File: config.mk
export PLATFORM = sky130hd
export DESIGN_NAME = rm_irq_entry
export DESIGN_NICKNAME = d
export VERILOG_FILES = /design/src/rtl/rm_irq_pkg.sv /design/src/rtl/rm_irq_decode.sv /design/src/rtl/rm_irq_addr.sv /design/src/rtl/rm_irq_fsm.sv /design/src/rtl/rm_irq_entry.sv
export SDC_FILE = /design/constraint.sdc
export NUM_CORES = 1
export LEC_CHECK = 0
export BUFFER_PORTS_ARGS = -buffer_cell sky130_fd_sc_hd__clkbuf_2
export CAP_MARGIN = 25
export CORE_MARGIN = 1
export CORE_UTILIZATION = 50
export DETAILED_ROUTE_END_ITERATION = 6
export GPL_TIMING_DRIVEN = 0
export PLACE_DENSITY = 0.75
export SYNTH_ARGS = -nofsm -noshare
export SYNTH_HDL_FRONTEND = slang
export SYNTH_SLANG_ARGS = --single-unit
File: constraint.sdc
create_clock -name clk -period 9.5 [get_ports clk]
set_input_delay 1.425 -clock clk [delete_from_list [all_inputs] [get_ports clk]]
set_output_delay 1.425 -clock clk [all_outputs]
set_load 0.02 [all_outputs]
File: src/rtl/rm_irq_pkg.sv
package rm_irq_pkg;

   typedef enum logic [2:0] {
      ST_IDLE    = 3'd0,
      ST_PUSH_FL = 3'd1,
      ST_PUSH_CS = 3'd2,
      ST_PUSH_IP = 3'd3,
      ST_RD_OFF  = 3'd4,
      ST_RD_SEL  = 3'd5,
      ST_CAP_SEL = 3'd6
   } seq_state_t;

   localparam logic [1:0] KIND_NUM = 2'b00;
   localparam logic [1:0] KIND_BRK = 2'b01;
   localparam logic [1:0] KIND_OVF = 2'b10;

   localparam int unsigned BRK_VECTOR = 3;
   localparam int unsigned OVF_VECTOR = 4;

endpackage

File: src/rtl/rm_irq_decode.sv
module rm_irq_decode
   import rm_irq_pkg::*;
#(
   parameter int unsigned DATA_W = 16,
   parameter int unsigned VEC_W  = 8,
   parameter int unsigned OF_BIT = 11
) (
   input  logic [1:0]        kind,
   input  logic [VEC_W-1:0]  vec_in,
   input  logic [DATA_W-1:0] flags_in,
   input  logic [DATA_W-1:0] sp_in,
   output logic [VEC_W-1:0]  vec_sel,
   output logic              take,
   output logic              low_stack
);
   localparam int unsigned WORD_BYTES = DATA_W / 8;
   localparam int unsigned FRAME_BYTES = 3 * WORD_BYTES;

   always_comb begin
      unique case (kind)
         KIND_BRK: vec_sel = VEC_W'(BRK_VECTOR);
         KIND_OVF: vec_sel = VEC_W'(OVF_VECTOR);
         default:  vec_sel = vec_in;
      endcase
   end

   // the conditional trap is dropped when overflow is clear
   assign take = (kind != KIND_OVF) || flags_in[OF_BIT];

   // an odd pointer below one frame cannot hold the three pushes
   assign low_stack = (sp_in < DATA_W'(FRAME_BYTES)) && sp_in[0];

endmodule

File: src/rtl/rm_irq_addr.sv
module rm_irq_addr
   import rm_irq_pkg::*;
#(
   parameter int unsigned DATA_W     = 16,
   parameter int unsigned ADDR_W     = 20,
   parameter int unsigned VEC_W      = 8,
   parameter int unsigned SEG_SHIFT  = 4,
   parameter int unsigned TABLE_BASE = 0
) (
   input  seq_state_t        state,
   input  logic [DATA_W-1:0] ss_c,
   input  logic [DATA_W-1:0] sp_c,
   input  logic [VEC_W-1:0]  vec_c,
   output logic [ADDR_W-1:0] addr
);
   localparam int unsigned WORD_BYTES = DATA_W / 8;
   localparam int unsigned ENTRY_SH   = $clog2(2 * WORD_BYTES);

   logic [DATA_W-1:0] push_sp;
   logic [ADDR_W-1:0] seg_base;
   logic [ADDR_W-1:0] entry_addr;

   always_comb begin
      unique case (state)
         ST_PUSH_FL: push_sp = sp_c - DATA_W'(WORD_BYTES);
         ST_PUSH_CS: push_sp = sp_c - DATA_W'(2 * WORD_BYTES);
         ST_PUSH_IP: push_sp = sp_c - DATA_W'(3 * WORD_BYTES);
         default:    push_sp = sp_c;
      endcase
   end

   assign seg_base = ADDR_W'(ss_c) << SEG_SHIFT;

   generate
      if (TABLE_BASE == 0) begin : g_tbl_zero
         assign entry_addr = ADDR_W'(vec_c) << ENTRY_SH;
      end else begin : g_tbl_offset
         assign entry_addr = ADDR_W'(TABLE_BASE) + (ADDR_W'(vec_c) << ENTRY_SH);
      end
   endgenerate

   always_comb begin
      unique case (state)
         ST_RD_OFF: addr = entry_addr;
         ST_RD_SEL: addr = entry_addr + ADDR_W'(WORD_BYTES);
         default:   addr = seg_base + ADDR_W'(push_sp);
      endcase
   end

endmodule

File: src/rtl/rm_irq_fsm.sv
module rm_irq_fsm
   import rm_irq_pkg::*;
#(
   parameter int unsigned DATA_W = 16,
   parameter int unsigned VEC_W  = 8,
   parameter int unsigned IF_BIT = 9,
   parameter int unsigned TF_BIT = 8
) (
   input  logic              clk,
   input  logic              rst_n,
   input  logic              req_valid,
   input  logic              take,
   input  logic              low_stack,
   input  logic [VEC_W-1:0]  vec_sel,
   input  logic [DATA_W-1:0] ss_in,
   input  logic [DATA_W-1:0] sp_in,
   input  logic [DATA_W-1:0] cs_in,
   input  logic [DATA_W-1:0] ip_in,
   input  logic [DATA_W-1:0] flags_in,
   input  logic [DATA_W-1:0] mem_rdata,
   output seq_state_t        state,
   output logic [DATA_W-1:0] ss_c,
   output logic [DATA_W-1:0] sp_c,
   output logic [VEC_W-1:0]  vec_c,
   output logic              mem_en,
   output logic              mem_we,
   output logic [DATA_W-1:0] mem_wdata,
   output logic              busy,
   output logic              done,
   output logic              shutdown,
   output logic [DATA_W-1:0] sp_out,
   output logic [DATA_W-1:0] cs_out,
   output logic [DATA_W-1:0] ip_out,
   output logic [DATA_W-1:0] flags_out
);
   localparam int unsigned WORD_BYTES = DATA_W / 8;
   localparam logic [DATA_W-1:0] CLR_MASK =
      ~((DATA_W'(1) << IF_BIT) | (DATA_W'(1) << TF_BIT));

   logic [DATA_W-1:0] cs_c, ip_c, fl_c, off_q;

   always_ff @(posedge clk) begin
      if (!rst_n) begin
         state     <= ST_IDLE;
         ss_c      <= '0;
         sp_c      <= '0;
         cs_c      <= '0;
         ip_c      <= '0;
         fl_c      <= '0;
         vec_c     <= '0;
         off_q     <= '0;
         done      <= 1'b0;
         shutdown  <= 1'b0;
         sp_out    <= '0;
         cs_out    <= '0;
         ip_out    <= '0;
         flags_out <= '0;
      end else begin
         done <= 1'b0;
         unique case (state)
            ST_IDLE: begin
               if (req_valid && !shutdown) begin
                  ss_c  <= ss_in;
                  sp_c  <= sp_in;
                  cs_c  <= cs_in;
                  ip_c  <= ip_in;
                  fl_c  <= flags_in;
                  vec_c <= vec_sel;
                  if (!take) begin
                     sp_out    <= sp_in;
                     cs_out    <= cs_in;
                     ip_out    <= ip_in;
                     flags_out <= flags_in;
                     done      <= 1'b1;
                  end else if (low_stack) begin
                     shutdown <= 1'b1;
                  end else begin
                     state <= ST_PUSH_FL;
                  end
               end
            end
            ST_PUSH_FL: state <= ST_PUSH_CS;
            ST_PUSH_CS: state <= ST_PUSH_IP;
            ST_PUSH_IP: state <= ST_RD_OFF;
            ST_RD_OFF:  state <= ST_RD_SEL;
            ST_RD_SEL: begin
               off_q <= mem_rdata;
               state <= ST_CAP_SEL;
            end
            ST_CAP_SEL: begin
               cs_out    <= mem_rdata;
               ip_out    <= off_q;
               sp_out    <= sp_c - DATA_W'(3 * WORD_BYTES);
               flags_out <= fl_c & CLR_MASK;
               done      <= 1'b1;
               state     <= ST_IDLE;
            end
            default: state <= ST_IDLE;
         endcase
      end
   end

   always_comb begin
      mem_en    = 1'b0;
      mem_we    = 1'b0;
      mem_wdata = '0;
      unique case (state)
         ST_PUSH_FL: begin mem_en = 1'b1; mem_we = 1'b1; mem_wdata = fl_c; end
         ST_PUSH_CS: begin mem_en = 1'b1; mem_we = 1'b1; mem_wdata = cs_c; end
         ST_PUSH_IP: begin mem_en = 1'b1; mem_we = 1'b1; mem_wdata = ip_c; end
         ST_RD_OFF, ST_RD_SEL: mem_en = 1'b1;
         default: ;
      endcase
   end

   assign busy = (state != ST_IDLE);

endmodule

File: src/rtl/rm_irq_entry.sv
module rm_irq_entry
   import rm_irq_pkg::*;
#(
   parameter int unsigned DATA_W     = 16,
   parameter int unsigned ADDR_W     = 20,
   parameter int unsigned VEC_W      = 8,
   parameter int unsigned SEG_SHIFT  = 4,
   parameter int unsigned TABLE_BASE = 0,
   parameter int unsigned OF_BIT     = 11,
   parameter int unsigned IF_BIT     = 9,
   parameter int unsigned TF_BIT     = 8
) (
   input  logic              clk,
   input  logic              rst_n,
   input  logic              req_valid,
   input  logic [1:0]        req_kind,
   input  logic [VEC_W-1:0]  req_vector,
   input  logic [DATA_W-1:0] ss_in,
   input  logic [DATA_W-1:0] sp_in,
   input  logic [DATA_W-1:0] cs_in,
   input  logic [DATA_W-1:0] ip_in,
   input  logic [DATA_W-1:0] flags_in,
   output logic              busy,
   output logic              done,
   output logic              shutdown,
   output logic [DATA_W-1:0] sp_out,
   output logic [DATA_W-1:0] cs_out,
   output logic [DATA_W-1:0] ip_out,
   output logic [DATA_W-1:0] flags_out,
   output logic              mem_en,
   output logic              mem_we,
   output logic [ADDR_W-1:0] mem_addr,
   output logic [DATA_W-1:0] mem_wdata,
   input  logic [DATA_W-1:0] mem_rdata
);
   initial begin
      if (DATA_W % 8 != 0) $error("data width must be whole bytes");
      if (ADDR_W < DATA_W) $error("address narrower than a data word");
      if (OF_BIT >= DATA_W || IF_BIT >= DATA_W || TF_BIT >= DATA_W)
         $error("flag bit outside the flag word");
      if (IF_BIT == TF_BIT) $error("enable and trap bits must differ");
      if (VEC_W < 3) $error("vector too narrow for the fixed vectors");
   end

   seq_state_t        state;
   logic [DATA_W-1:0] ss_c, sp_c;
   logic [VEC_W-1:0]  vec_c, vec_sel;
   logic              take, low_stack;

   rm_irq_decode #(
      .DATA_W (DATA_W),
      .VEC_W  (VEC_W),
      .OF_BIT (OF_BIT)
   ) decode_i (
      .kind      (req_kind),
      .vec_in    (req_vector),
      .flags_in  (flags_in),
      .sp_in     (sp_in),
      .vec_sel   (vec_sel),
      .take      (take),
      .low_stack (low_stack)
   );

   rm_irq_fsm #(
      .DATA_W (DATA_W),
      .VEC_W  (VEC_W),
      .IF_BIT (IF_BIT),
      .TF_BIT (TF_BIT)
   ) fsm_i (
      .clk       (clk),
      .rst_n     (rst_n),
      .req_valid (req_valid),
      .take      (take),
      .low_stack (low_stack),
      .vec_sel   (vec_sel),
      .ss_in     (ss_in),
      .sp_in     (sp_in),
      .cs_in     (cs_in),
      .ip_in     (ip_in),
      .flags_in  (flags_in),
      .mem_rdata (mem_rdata),
      .state     (state),
      .ss_c      (ss_c),
      .sp_c      (sp_c),
      .vec_c     (vec_c),
      .mem_en    (mem_en),
      .mem_we    (mem_we),
      .mem_wdata (mem_wdata),
      .busy      (busy),
      .done      (done),
      .shutdown  (shutdown),
      .sp_out    (sp_out),
      .cs_out    (cs_out),
      .ip_out    (ip_out),
      .flags_out (flags_out)
   );

   rm_irq_addr #(
      .DATA_W     (DATA_W),
      .ADDR_W     (ADDR_W),
      .VEC_W      (VEC_W),
      .SEG_SHIFT  (SEG_SHIFT),
      .TABLE_BASE (TABLE_BASE)
   ) addr_i (
      .state (state),
      .ss_c  (ss_c),
      .sp_c  (sp_c),
      .vec_c (vec_c),
      .addr  (mem_addr)
   );

endmodule

Yosys cells after proc, flatten, opt, wreduce, memory -nomap -nowiden
Cells that the tools add are included.
- register bits: 173
- bits of input ports: 109
- muxes and demuxes: 25
- equal/unequal tests: 13
- reduce and logical (&&, ||, !) cells: 13
- order comparisons: 1
- add/subtract/negate cells: 5
- operator list (cell ; count):
    two-way mux 16 bit ; 8
    one-hot mux 16 bit (2 select lines) ; 4
    one-hot mux 16 bit (3 select lines) ; 2
    one-hot mux 20 bit (2 select lines) ; 1
    subtractor 16 x 3 -> 16 bit, second input constant ; 2
    adder 20 x 16 -> 20 bit ; 1
    one-hot mux 3 bit (6 select lines) ; 1
    < comparator 16 x 3 -> 1 bit, second input constant ; 1
    one-hot mux 8 bit (2 select lines) ; 1
    subtractor 16 x 2 -> 16 bit, second input constant ; 1
    adder 10 x 2 -> 11 bit, second input constant ; 1
    equality test 3 bit, second input constant ; 3
    two-way mux 3 bit ; 3
    equality test 3 x 2 -> 1 bit, second input constant ; 2
    != test 2 bit, second input constant ; 3
    AND reduction 3 bit ; 2
    OR reduction 5 bit ; 1
    two-way mux 1 bit ; 4
    != test 2 x 1 -> 1 bit, second input constant ; 2
    AND reduction 4 bit ; 1
    equality test 3 x 1 -> 1 bit, second input constant ; 1
    zero test 3 bit ; 1
    nonzero test 3 bit ; 1
    OR reduction 3 bit ; 1
    other kinds (8) ; 9

Logic depth before layout (Yosys ltp)
Gate-level depths: netlist (run 1).
- depth in word-level cells: 6
- depth in mapped cells: 16
- gate-level depth less buffers: 15

Hierarchy
A second synthesis (run 1) with hierarchy kept.
- cells, all modules: 1070
- area total of the unflattened synthesis: 8341.8 µm²
- by module, submodules not included (module ; seq. area each (µm²) ; cells each ; times used ; area each (µm²)):
    rm_irq_fsm ; 3463.3 ; 865 ; 1 ; 6971.7
    rm_irq_addr ; 0.0 ; 184 ; 1 ; 1223.7
    rm_irq_decode ; 0.0 ; 21 ; 1 ; 146.4

Worst setup path before layout (run 1)
No wires, ideal clock.
- path kind: reg2out
- from: register fsm_i.sp_c[3]
- to: output port mem_addr[18]
- slack: 4.133 ns
- arrival time: 3.942 ns
- cell stages (with the launch flop): 15
- path through: dfxtp_1 -> clkbuf_1 -> inv_1 -> ha_1 -> a2111oi_0 -> nor4b_1 -> o221ai_1 -> a22o_1 -> ha_1 -> and4_1 -> and2_1 -> a221oi_1 -> o21ai_0 -> nand3_1 -> mux2_2
- longest elaborated chain between the ends: 4
- elaborated cells on any way between the ends: 6
- those cells by class: add/sub: 4; mux: 2
- ends and longest elaborated chain (what ; RTL line ; RTL):
    from (decl) ; rm_irq_fsm.sv:23 ; output logic [DATA_W-1:0] sp_c,
    from (signal assigned) ; rm_irq_fsm.sv:64 ; sp_c <= sp_in;
    subtractor 16 x 3 -> 16 bit, or another cell as far along ; rm_irq_addr.sv:27 ; ST_PUSH_IP: push_sp = sp_c - DATA_W'(3 * WORD_BYTES);
    one-hot mux 16 bit (3 select lines) * ; rm_irq_addr.sv:24 ; unique case (state)
    adder 20 x 16 -> 20 bit * ; rm_irq_addr.sv:46 ; default: addr = seg_base + ADDR_W'(push_sp);
    one-hot mux 20 bit (2 select lines) * ; rm_irq_addr.sv:43 ; unique case (state)
    to (decl) ; rm_irq_entry.sv:32 ; output logic [ADDR_W-1:0] mem_addr,
Every way passes the cells marked *; elsewhere a longest branch is shown, timed or not.

Worst setup path after layout (run 1)
Ends and elaborated chain as after synthesis.

==> results of run 1 <==
-- routing by layer --
metal  wire (um)  vias to the layer above  part of all wire
li1            -                     4564                 -
met3        2750                       86             0.086
met5           0                        -                 0
met4        1350                        0             0.042
met2       15000                      492              0.47
met1       12800                     4583              0.40
-- power breakdown --
| group | leakage (nW) | internal (W) | total [W] | switching (W) |
|---|---|---|---|---|
| registers | 1.41 | 0.000790 | 0.000837 | 0.0000467 |
| clock network | 0.266 | 0.000367 | 0.000690 | 0.000323 |
| logic | 2.71 | 0.000202 | 0.000606 | 0.000404 |
| total | 4.39 | 0.00136 | 0.00213 | 0.000773 |
-- worst max path at each step --
stage / from / endpoint / cells after the start
global route: fsm_i.sp_c[3]$_SDFFE_PN0P_ / mem_addr[18] / 16
finish: fsm_i.sp_c[3]$_SDFFE_PN0P_ / mem_addr[18] / 16
CTS: fsm_i.sp_c[3]$_SDFFE_PN0P_ / mem_addr[18] / 16
floorplan: fsm_i.sp_c[3]$_SDFFE_PN0P_ / mem_addr[18] / 14
detailed placement: fsm_i.sp_c[3]$_SDFFE_PN0P_ / mem_addr[18] / 16
global placement: fsm_i.sp_c[3]$_SDFFE_PN0P_ / mem_addr[18] / 15
-- Yosys cell counts (6+ instances only) --
| cell | number |
|---|---|
| a21oi_1 | 137 |
| a22oi_1 | 20 |
| a311oi_1 | 45 |
| a32oi_1 | 7 |
| buf_2 | 8 |
| clkbuf_1 | 72 |
| dfxtp_1 | 173 |
| ha_1 | 22 |
| inv_1 | 16 |
| mux2_2 | 17 |
| mux2i_1 | 6 |
| nand2_1 | 336 |
| nand2b_1 | 9 |
| nand3_1 | 19 |
| nor2_1 | 124 |
| nor2b_1 | 9 |
| nor3_1 | 12 |
| nor4_1 | 6 |
| o21ai_0 | 42 |
| o22ai_1 | 7 |
| xnor2_1 | 17 |
| xor2_1 | 6 |
-- worst register-to-register path: stages, from the launching register on --
cell and delay (ns):
dfxtp_1 0.35, clkbuf_1 0.39, inv_1 0.18, ha_1 0.25
a2111oi_0 0.68, buf_1 0.22, nor4b_1 0.44, xnor2_1 0.20
nor2_1 0.06, a21oi_1 0.18, o21ai_1 0.07
-- stage by stage --
stage          setup slack, ns  hold WS [ns]  std cells  power, W
3_5_place_dp              3.33         0.444       1629   0.00145
2_1_floorplan             4.13         0.432       1191   0.00123
6_report                  2.71         0.455       1659   0.00213
4_1_cts                   2.82         0.455       1659   0.00212
3_3_place_gp              2.98         0.440       1628   0.00144
5_1_grt                   2.16         0.470       1659   0.00222
-- state kept, by name (all words and copies together), names as in the netlist --
register,cells
fsm_i.done,1
fsm_i.ip_c,16
fsm_i.cs_c,16
fsm_i.shutdown,1
fsm_i.ss_c,16
fsm_i.sp_c,16
fsm_i.ip_out,16
fsm_i.flags_out,16
fsm_i.fl_c,16
fsm_i.cs_out,16
fsm_i.sp_out,16
fsm_i.vec_c,8
fsm_i.off_q,16
fsm_i.state,3
-- cell type report --
class | instances | area [um^2] | area share
Buffer | 90 | 382 | 0.0357
Clock buffer | 18 | 429 | 0.0402
Clock inverter | 12 | 130 | 0.0122
Inverter | 19 | 71.3 | 0.00667
Multi-Input combinational cell | 909 | 4860 | 0.455
Sequential cell | 173 | 3460 | 0.324
Tap cell | 225 | 282 | 0.0263
Timing Repair Buffer | 213 | 1060 | 0.0996
-- cells by family (layout without fill, tap and decap cells) --
group,count (synthesis),after routing,synth area share
multiplexers,23,23,0.0286
XOR/XNOR,23,23,0.0229
adder cells (fa/ha/maj),23,23,0.0336
buffers and inverters,109,352,0.0516
flip-flops,173,173,0.394
AO/OA/AOI/OAI,304,304,0.220
AND/OR/NAND/NOR,536,536,0.248
==> impl_results.md, run 1 <==
* Status: complete, no violations
* Post-synth top area share at 0.394
* Pin count of the biggest net entering global routing at 17
* CP delay by family, top: compound AO/OA/AOI/OAI gates
* Post_cts resized at 0
* Post-CTS Hold Buffers at 0
* Max-cap check violation count at 0
* Syn Inst Count at between 1,000 and 1,500
* CTS tree: built
* Worst path max stage delay at about 0.68 ns
* Synthesized Nets at roughly 1,300
* Final wirelength at about 32,000 um
* Reg2reg setup slack at ~6.4 ns
* Area leader, netlist: dfxtp_1
* Congestion Overflow GR at 0
* Hold Vio Cnt, Final at 0
* Die W at about 130 um
* Bufs on Longest Clock Path at 2
* Worst skew pair latency at 0.44 ns
* GR Util met2 at 0.583
* Number of flops mapped to enable cells by yosys at 0
* RSZ-0062 raised after global routing: false
* Initial core utilization at 0.509
* Actual slew at the worst max-slew pin at just over 0.9 ns
* Die height at about 130 um
* WP data required at between 8 and 9 ns
* Post-route ant nets at 0
* Clock sinks at 173
* Final Critical Period at slightly below 7 ns
* Worst r2r src: fsm_i.sp_c[3]$_SDFFE_PN0P_
* Starting DRT DRC Count at about 780
* Layout cells sized above 1 at 0.196
* PD cells at roughly 200 mW/mm^2
* Overall Global Routing Usage at 0.352
* Filler cells at ~1,600
* FFs w/ async S/R, synth at 0
* Max Transition Viols Final at 0
* Most Crowded Layer GR: met2
* Flops & latches, synth at 173
* Worst vdd ir at around 0.15 mV
* Postcts setup bufs at 0
* IO buf count at around 210
* Crit-path max FO at 10
* TNS Setup at 0 ns
* Drt wl/cell at roughly 19 um
* Reg-to-Reg End: fsm_i.sp_out[12]$_SDFFE_PN0P_
* First-pass GRT wire length at just under 50,000 um
* Avg Synthesized Cell Area at about 7.4 um^2
* Critical path launch point type: flip-flop
* Path depth of the worst reg2reg path at 10
* Placed cell area at between 0.01 and 0.015 mm^2
* Core area at 0.0172 mm^2
* Most common cell after layout, fill and taps aside: nand2_1
* Synthesized cell area at a little under 0.009 mm^2
* Area growth from synthesis to layout at 21.7%
* Slew HR at 0.390
* CTS root buffer: clkbuf_16
* Pre-Repair DR Iteration Count at 6
* Syn. warnings at 0
* Top post-synthesis cells by area: dfxtp_1, nand2_1, a21oi_1, nor2_1, a311oi_1
* Vias in the first global route at ~9,000
* H-tree Lvls at 4
* Fin util at 0.620
* Finished Cell Area at 0.0107 mm^2
* Met1 Use GR at 0.431
* Period utilization at 0.715
* Sequential share of the synthesized area at 0.394
* DR DRC count at 0
* HPWL after DPL at 24,400 um
* Initial antenna violation count at 0
* Ant diodes at 0
* Min-delay worst type: reg2reg
* Primary FF master, synth: dfxtp_1
* Most frequent cells in the layout: nand2_1, clkbuf_2, dfxtp_1
* Worst Hold Launch: fsm_i.ip_c[13]$_SDFFE_PN0P_
* Min-Delay Endpoint: fsm_i.ip_c[13]$_SDFFE_PN0P_
* Setup violations, final at 0
* Vias per std cell at 5.86
* Hold Path Depth at 2
* Post-synth cell types at 63
* Final GP Congestion at 0.941
* Worst path arrival time at ~5.4 ns
* DIE AREA at around 0.018 mm^2
* Leak pwr at 4.39 nW
* I/O pin cnt at about 210
* Crit path capture type: primary output
* Clock Skew at about 0.012 ns
* Clk pin slew, worst setup/hold paths at roughly 0.070 ns
* CP bufs+invs at 4
* Nets at approximately 1,600
* CTS buffer count at 17
* Critical path class: reg2out
* GR Layer Usage met3 at 0.0785
* Slowest CP cell: a2111oi_0
* Vias at 9,725
* Crit-path cells: clkbuf_1 > inv_1 > ha_1 > a2111oi_0 > buf_1 > nor4b_1 > o221ai_1 > a22o_1 > ha_1 > a41oi_1 > o21ai_0 > a221oi_1 > o21ai_0 > nand3_1 > mux2_2 > clkbuf_2
* Maximum clock rate at 147 MHz
* Site Rows at 48
Note: power is estimated with default switching activity, not from simulation.
==> inputs of run 2 (changes only) <==
Settings changed: ABC_AREA from default to 1, CORE_UTILIZATION 50 to 49, PLACE_DENSITY 0.75 to 0.77.
Clock period 9.5 ns to 5.94 ns, I/O delays scaled along.
==> run 2 against run 1 <==
Via count grew 5.6%; area after synthesis grew 0.95%; clock power grew 62%; sequential power grew 59%; clock skew grew 0.0017 ns; wire length grew 1.9%; hold slack gained 0.0089 ns; critical path depth grew 2; critical endpoint is now mem_addr[14]; largest cell class unchanged; largest power group unchanged.
==> impl_results.md, run 2 <==
* WP data required at 5.05 ns (-3.03 ns)
* Postcts setup bufs at 0 (unchanged)
* Worst skew pair latency at 0.45 ns (about the same)
* Min-delay worst type: reg2reg
* Flops & latches, synth at 173 (unchanged)
* Ant diodes at 0 (unchanged)
* TNS Setup at 0 ns (unchanged)
* CTS tree: built
* GR Util met2 at 0.565 (-0.0180)
* DR DRC count at 0 (unchanged)
* Site Rows at 48 (unchanged)
* Placed insts at 1,774 (+8.9%)
* Leak pwr at 5.05 nW (+15%)
* Maximum clock rate at between 200 and 250 MHz
* Syn. warnings at 0 (unchanged)
* Drt wl/cell at 18.0 um (-6.4%)
* Vias per std cell at 5.69 (-3.0%)
* Top post-synthesis cells by area: dfxtp_1, nand2_1, o21ai_0, nor2_1, a21oi_1
* Final wirelength at 32,500 um (+1.9%)
* Design Power at 0.00335 W (+57%)
* Primary FF master, synth: dfxtp_1
* Pin count of the biggest net entering global routing at 17 (unchanged)
* Most frequent cells in the layout: nand2_1, clkbuf_2, nor2_1
* HPWL after DPL at 24,700 um (+1.5%)
* DIE AREA at 0.0186 mm^2 (+3.0%)
* Synthesized cell area at 0.00886 mm^2 (+0.95%)
* Post-CTS Hold Buffers at 0 (unchanged)
* Sequential share of the synthesized area at 0.391 (-0.00373)
* Core area at 0.0175 mm^2 (+1.4%)
* Worst path arrival time at 3.77 ns (-1.60 ns)
* Initial core utilization at 0.507 (-0.00220)
* PD cells at 311 mW/mm^2 (+56%)
* Avg Synthesized Cell Area at 6.63 um^2 (-10%)
* Post-route ant nets at 0 (unchanged)
* Period utilization at 0.785
* Pre-Repair DR Iteration Count at 6 (unchanged)
* Final GP Congestion at 0.990 (+5.1%)
* Area leader, netlist: dfxtp_1
* Actual slew at the worst max-slew pin at 0.793 ns (-0.114 ns)
* Hold Vio Cnt, Final at 0 (unchanged)
* RSZ-0062 raised after global routing: false
* Most Crowded Layer GR: met2
* Most common cell after layout, fill and taps aside: nand2_1
* Crit path capture type: primary output
* Bufs on Longest Clock Path at 2 (unchanged)
* Area growth from synthesis to layout at 21.8% (about the same)
* Post_cts resized at 0 (unchanged)
* Critical path launch point type: flip-flop
* Initial antenna violation count at 0 (unchanged)
* IO buf count at 212 (unchanged)
* Post-synth top area share at 0.391 (-0.00373)
* Max-cap check violation count at 0 (unchanged)
* Sequential Area at 0.00346 mm^2 (unchanged)
* H-tree Lvls at 4 (unchanged)
* First-pass GRT wire length at 49,200 um (+1.9%)
* CTS buffer count at 17 (unchanged)
* Crit-path max FO at 10 (unchanged)
* Die W at 136 um (+1.5%)
* Post-Layout Cell Count at 1,806 (+8.9%)
* Filler cells at 1,690 (+3.0%)
* Slew HR at 0.471 (+0.0814)
* Clock Skew at 0.0141 ns (+0.00170 ns)
* GR Layer Usage met3 at 0.0615 (-0.0170)
* Congestion Overflow GR at 0 (unchanged)
* CTS root buffer: clkbuf_16
* Clock sinks at 173 (unchanged)
* Vias in the first global route at 9,269 (+2.5%)
* I/O pin cnt at 214 (unchanged)
* Met1 Use GR at 0.452 (+0.0211)
* Final Critical Period at about 4.7 ns
* FFs w/ async S/R, synth at 0 (unchanged)
* Cell with the most instances after synthesis: nand2_1
* Synthesized Nets at 1,469 (+11%)
* Status: complete, no violations
* Post-synth top cells: nand2_1, nor2_1, dfxtp_1
* Number of flops mapped to enable cells by yosys at 0 (unchanged)
* Layout cells sized above 1 at 0.183 (-0.0132)
* Post-synth cell types at 39 (-38%)
* Max Transition Viols Final at 0 (unchanged)
* Overall Global Routing Usage at 0.352 (about the same)
* Starting DRT DRC Count at 1,091 (+40%)
* Clk pin slew, worst setup/hold paths at 0.07 ns (about the same)
* Vias at 10,300 (+5.6%)
* Setup violations, final at 0 (unchanged)
* Die height at 136 um (+1.5%)
* Syn Inst Count at 1,337 (+12%)
* Footprint of the multi-input gates at 0.00475 mm^2 (-2.3%)
* Worst vdd ir at 0.241 mV (+58%)
* Nets at 1,700 (+9.3%)
* Critical path class: reg2out
[run 2: worst max-delay path, stage by stage, from the launching register on]
cell and delay, ns:
dfxtp_1 0.50, inv_1 0.16, nand3_2 0.25, nand2_1 0.21
buf_2 0.25, buf_2 0.22, nand2_1 0.09, o21ai_0 0.20
fa_1 0.50, nand3_1 0.09, nand2_1 0.13, nand2_1 0.09
nand2_1 0.11, nand3_1 0.12, nand2_1 0.05, nand2_1 0.05
inv_1 0.04, nor2_1 0.09, clkbuf_2 0.17
[run 2: layer usage]
layer	vias up	routed length, um
li1	4903	-
met1	4693	13300
met2	573	14900
met3	100	2830
met4	0	1500
met5	-	0
[run 2: cell type report]
cell class	count	area share
Tap cell	225	0.0261
Sequential cell	173	0.321
Clock inverter	12	0.0119
Inverter	69	0.0240
Timing Repair Buffer	212	0.0983
Clock buffer	20	0.0423
Multi-Input combinational cell	1011	0.440
Buffer	84	0.0362
[run 2: path summary, 6_finish.rpt]
kind | endpoint | slack [ns] | startpoint | depth (start not counted)
max | mem_addr[14] | 1.28 | fsm_i.state[1]$_SDFFE_PN0P_ | 18
min reg2reg | fsm_i.off_q[7]$_SDFFE_PN0P_ | 0.46 | fsm_i.off_q[7]$_SDFFE_PN0P_ | 2
max reg2reg | fsm_i.sp_c[14]$_SDFFE_PN0P_ | 3.87 | fsm_i.state[0]$_SDFFE_PN0P_ | 8
min | fsm_i.off_q[7]$_SDFFE_PN0P_ | 0.46 | fsm_i.off_q[7]$_SDFFE_PN0P_ | 2
[run 2: cells by family (layout without fill, tap and decap cells)]
kind of cell | count (synthesis) | count (layout) | synth area share
adder cells (fa/ha/maj) | 23 | 23 | 0.0333
AND/OR/NAND/NOR | 636 | 636 | 0.288
AO/OA/AOI/OAI | 344 | 344 | 0.207
buffers and inverters | 153 | 397 | 0.0733
XOR/XNOR | 8 | 8 | 0.00790
flip-flops | 173 | 173 | 0.391
[run 2: stage by stage]
| step | instance area [um^2] | hold WS [ns] | util | setup slack, ns |
|---|---|---|---|---|
| after floorplan | 8860 | 0.441 | - | 2.29 |
| after global placement | 10200 | 0.448 | 0.584 | 1.83 |
| after detailed placement | 10200 | 0.455 | 0.584 | 1.81 |
| after CTS | 10800 | 0.465 | 0.617 | 1.32 |
| after global routing | 10800 | 0.478 | 0.617 | 1.01 |
| final | 10800 | 0.464 | 0.617 | 1.28 |
[run 2: report_power, final]
| group | leakage [nW] | switching [W] | internal [W] |
|---|---|---|---|
| clock network | 0.278 | 0.000513 | 0.000610 |
| logic | 3.35 | 0.000625 | 0.000278 |
| registers | 1.42 | 0.0000750 | 0.00125 |
==> inputs of run 3 (changes only) <==
Clock period 5.94 ns to 4 ns, I/O delays scaled along.
==> run 3 against run 2 <==
Via count increased by 0.78%; worst setup slack got worse by 1.2 ns; global-route usage increased by 0.10 points; final cell count increased by 0.39%; combinational power increased by 63%; non-clock buffer count increased by 7; hold slack got worse by 0.096 ns; register-to-register slack got worse by 2.0 ns; largest power group unchanged.
==> impl_results.md, run 3 (synthesis results as in run 2) <==
* Status: complete, no violations
* Area growth from synthesis to layout at 25.8%
* Initial antenna violation count at 0 (unchanged)
* Crit-path max FO at 10 (unchanged)
* Finished Cell Area at 0.0112 mm^2 (+3.4%)
* Critical path launch point type: flip-flop
* Nets at 1,707 (+0.41%)
* Clock network power share at 0.326 (-0.009)
* Vias in the first global route at 9,304 (+0.38%)
* Final wirelength at 33,000 um (+1.5%)
* Critical path class: reg2out
* Layout cells sized above 1 at 0.221 (+0.0382)
* CTS root buffer: clkbuf_16
* Final GP Congestion at 0.990 (unchanged)
* Most frequent cells in the layout: nand2_1, clkbuf_2, nor2_1
* Worst skew pair latency at 0.45 ns (about the same)
* Most common cell after layout, fill and taps aside: nand2_1
* Sequential share of power at 0.388 (-0.008)
* WP data required at 3.40 ns (-1.65 ns)
* Initial core utilization at 0.507 (unchanged)
* PD cells at 460 mW/mm^2 (+48%)
* Setup ws final at 0.110 ns (-1.17 ns)
* Worst vdd ir at 0.375 mV (+56%)
* Clock sinks at 173 (unchanged)
* Crit path capture type: primary output
* Worst path max stage delay at 0.31 ns (-0.19 ns)
* Final Critical Period at 3.89 ns
* Clock Skew at 0.0122 ns (-0.00189 ns)
* H-tree Lvls at 4 (unchanged)
* Drt wl/cell at 18.2 um (+1.1%)
* Clk pin slew, worst setup/hold paths at 0.07 ns (about the same)
* DIE AREA at 0.0186 mm^2 (unchanged)
* Pin count of the biggest net entering global routing at 17 (unchanged)
* Vias per std cell at 5.71 (+0.39%)
* CTS buffer count at 17 (unchanged)
* Design Power at 0.00513 W (+53%)
* Crit-path cells: clkbuf_4 > nand2_1 > inv_1 > nand2_1 > inv_1 > clkbuf_4 > nand3_1 > nand2_1 > nor2_1 > nor2_2 > ha_4 > nand2_1 > inv_1 > a21boi_0 > nand3_1 > nand2_1 > nand2_1 > nor2_1 > clkbuf_2
* Actual slew at the worst max-slew pin at 0.815 ns (+0.0216 ns)
* Min-delay worst type: in2reg
* CTS tree: built
* Post-route ant nets at 0 (unchanged)
* Hold Vio Cnt, Final at 0 (unchanged)
* Period utilization at 0.973
* Die height at 136 um (unchanged)
* Internal power at 0.00326 W (+52%)
* Comb power frac at 0.286 (+0.017)
* Die W at 136 um (unchanged)
* HPWL after DPL at 24,700 um (unchanged)
* Switching portion of total power at 0.364 (+0.00249)
* First-pass GRT wire length at 49,400 um (+0.32%)
* Bufs on Longest Clock Path at 2 (unchanged)
* Pre-Repair DR Iteration Count at 7 (+1)
* Ant diodes at 0 (unchanged)
* Post-CTS Hold Buffers at 0 (unchanged)
* Vias at 10,300 (+0.78%)
* Overall Global Routing Usage at 0.353 (+0.00101)
* Switch Pwr at 0.00187 W (+54%)
* Slowest CP cell: dfxtp_1
* Max Transition Viols Final at 0 (unchanged)
* Starting DRT DRC Count at 1,086 (-0.46%)
* DR DRC count at 0 (unchanged)
* Setup violations, final at 0 (unchanged)
* Congestion Overflow GR at 0 (unchanged)
* IO buf count at 212 (unchanged)
* Core area at 0.0175 mm^2 (unchanged)
* Site Rows at 48 (unchanged)
* Worst path arrival time at 3.29 ns (-0.48 ns)
* Placed cell area at 0.0102 mm^2 (unchanged)
* DP Worst Slack at 0.163 ns (-1.65 ns)
* Most Frequent Cell on Critical Path: nand2_1
* Leak pwr at 5.11 nW (+1.2%)
* Maximum clock rate at between 200 and 300 MHz
* Slew HR at 0.457 (-0.0144)
* Max-cap check violation count at 0 (unchanged)
* I/O pin cnt at 214 (unchanged)
run 3: cell types whose count changed in the layout (fill, tap and decap cells not counted), moves of 7 or more:
cell	previous run	this run
buf_4	1	15
nor2_1	188	177
ha_1	22	13
nor2_4	3	11
dfxtp_1	173	166
inv_1	64	57
run 3: layer usage:
metal	up-vias	GRT usage	wire length [um]
li1	4920	-	-
met1	4739	0.450	13200
met2	586	0.566	15200
met3	104	0.0733	3140
met4	0	0.173	1450
met5	-	0	0
run 3: worst paths after layout:
check                                                      start  slack (ns)                               end  cells past startpoint
worst max-delay path                 fsm_i.state[0]$_SDFFE_PN0P_        0.11                      mem_addr[16]                     19
worst min-delay path                                    ss_in[1]        0.37        fsm_i.ss_c[1]$_SDFFE_PN0P_                      3
worst max register to register       fsm_i.state[0]$_SDFFE_PN0P_        1.90       fsm_i.sp_c[14]$_SDFFE_PN0P_                      8
worst min register to register  fsm_i.flags_out[11]$_SDFFE_PN0P_        0.46  fsm_i.flags_out[11]$_SDFFE_PN0P_                      2
run 3: power groups by stage:
stage | logic, W | registers (W) | clock network, W
floorplan | 0.000844 | 0.00200 | 0
global placement | 0.00130 | 0.00200 | 0
detailed placement | 0.00131 | 0.00200 | 0
CTS | 0.00134 | 0.00197 | 0.00167
global route | 0.00160 | 0.00200 | 0.00176
finish | 0.00147 | 0.00199 | 0.00167
run 3: area by class of cell:
cell class | count | area [um^2]
flip-flops and latches | 173 | 3480
fillers | 1636 | 6320
multi-input cells | 1011 | 4990
repair buffers | 221 | 1130
clock inverters | 12 | 129
plain buffers | 82 | 409
clock buffers | 20 | 457
inverters | 69 | 267
well taps | 225 | 282
run 3: per-stage QoR:
step,utilization,hold slack [ns],setup TNS (ns),instances
2_1_floorplan,-,0.441,0,1337
3_3_place_gp,0.584,0.448,0,1774
3_5_place_dp,0.584,0.455,0,1774
4_1_cts,0.621,0.374,-0.0174,1806
5_1_grt,0.638,0.388,-0.186,1813
6_report,0.638,0.368,0,1813
run 3: worst max-delay path: cells and delay by family (launching register included):
| kind | cells | cell delay (ns) |
|---|---|---|
| DFF | 1 | 0.31 |
| adders and majority gates | 1 | 0.26 |
| buffers and inverters | 6 | 0.89 |
| and+or+nand+nor | 11 | 1.11 |
| AOI/OAI and AO/OA | 1 | 0.26 |
run 3: timing repair:
action,in CTS,in global routing
pin swaps,0,5
resized for setup,22,75
buffers inserted,0,9
setup endpoints to repair,13,13
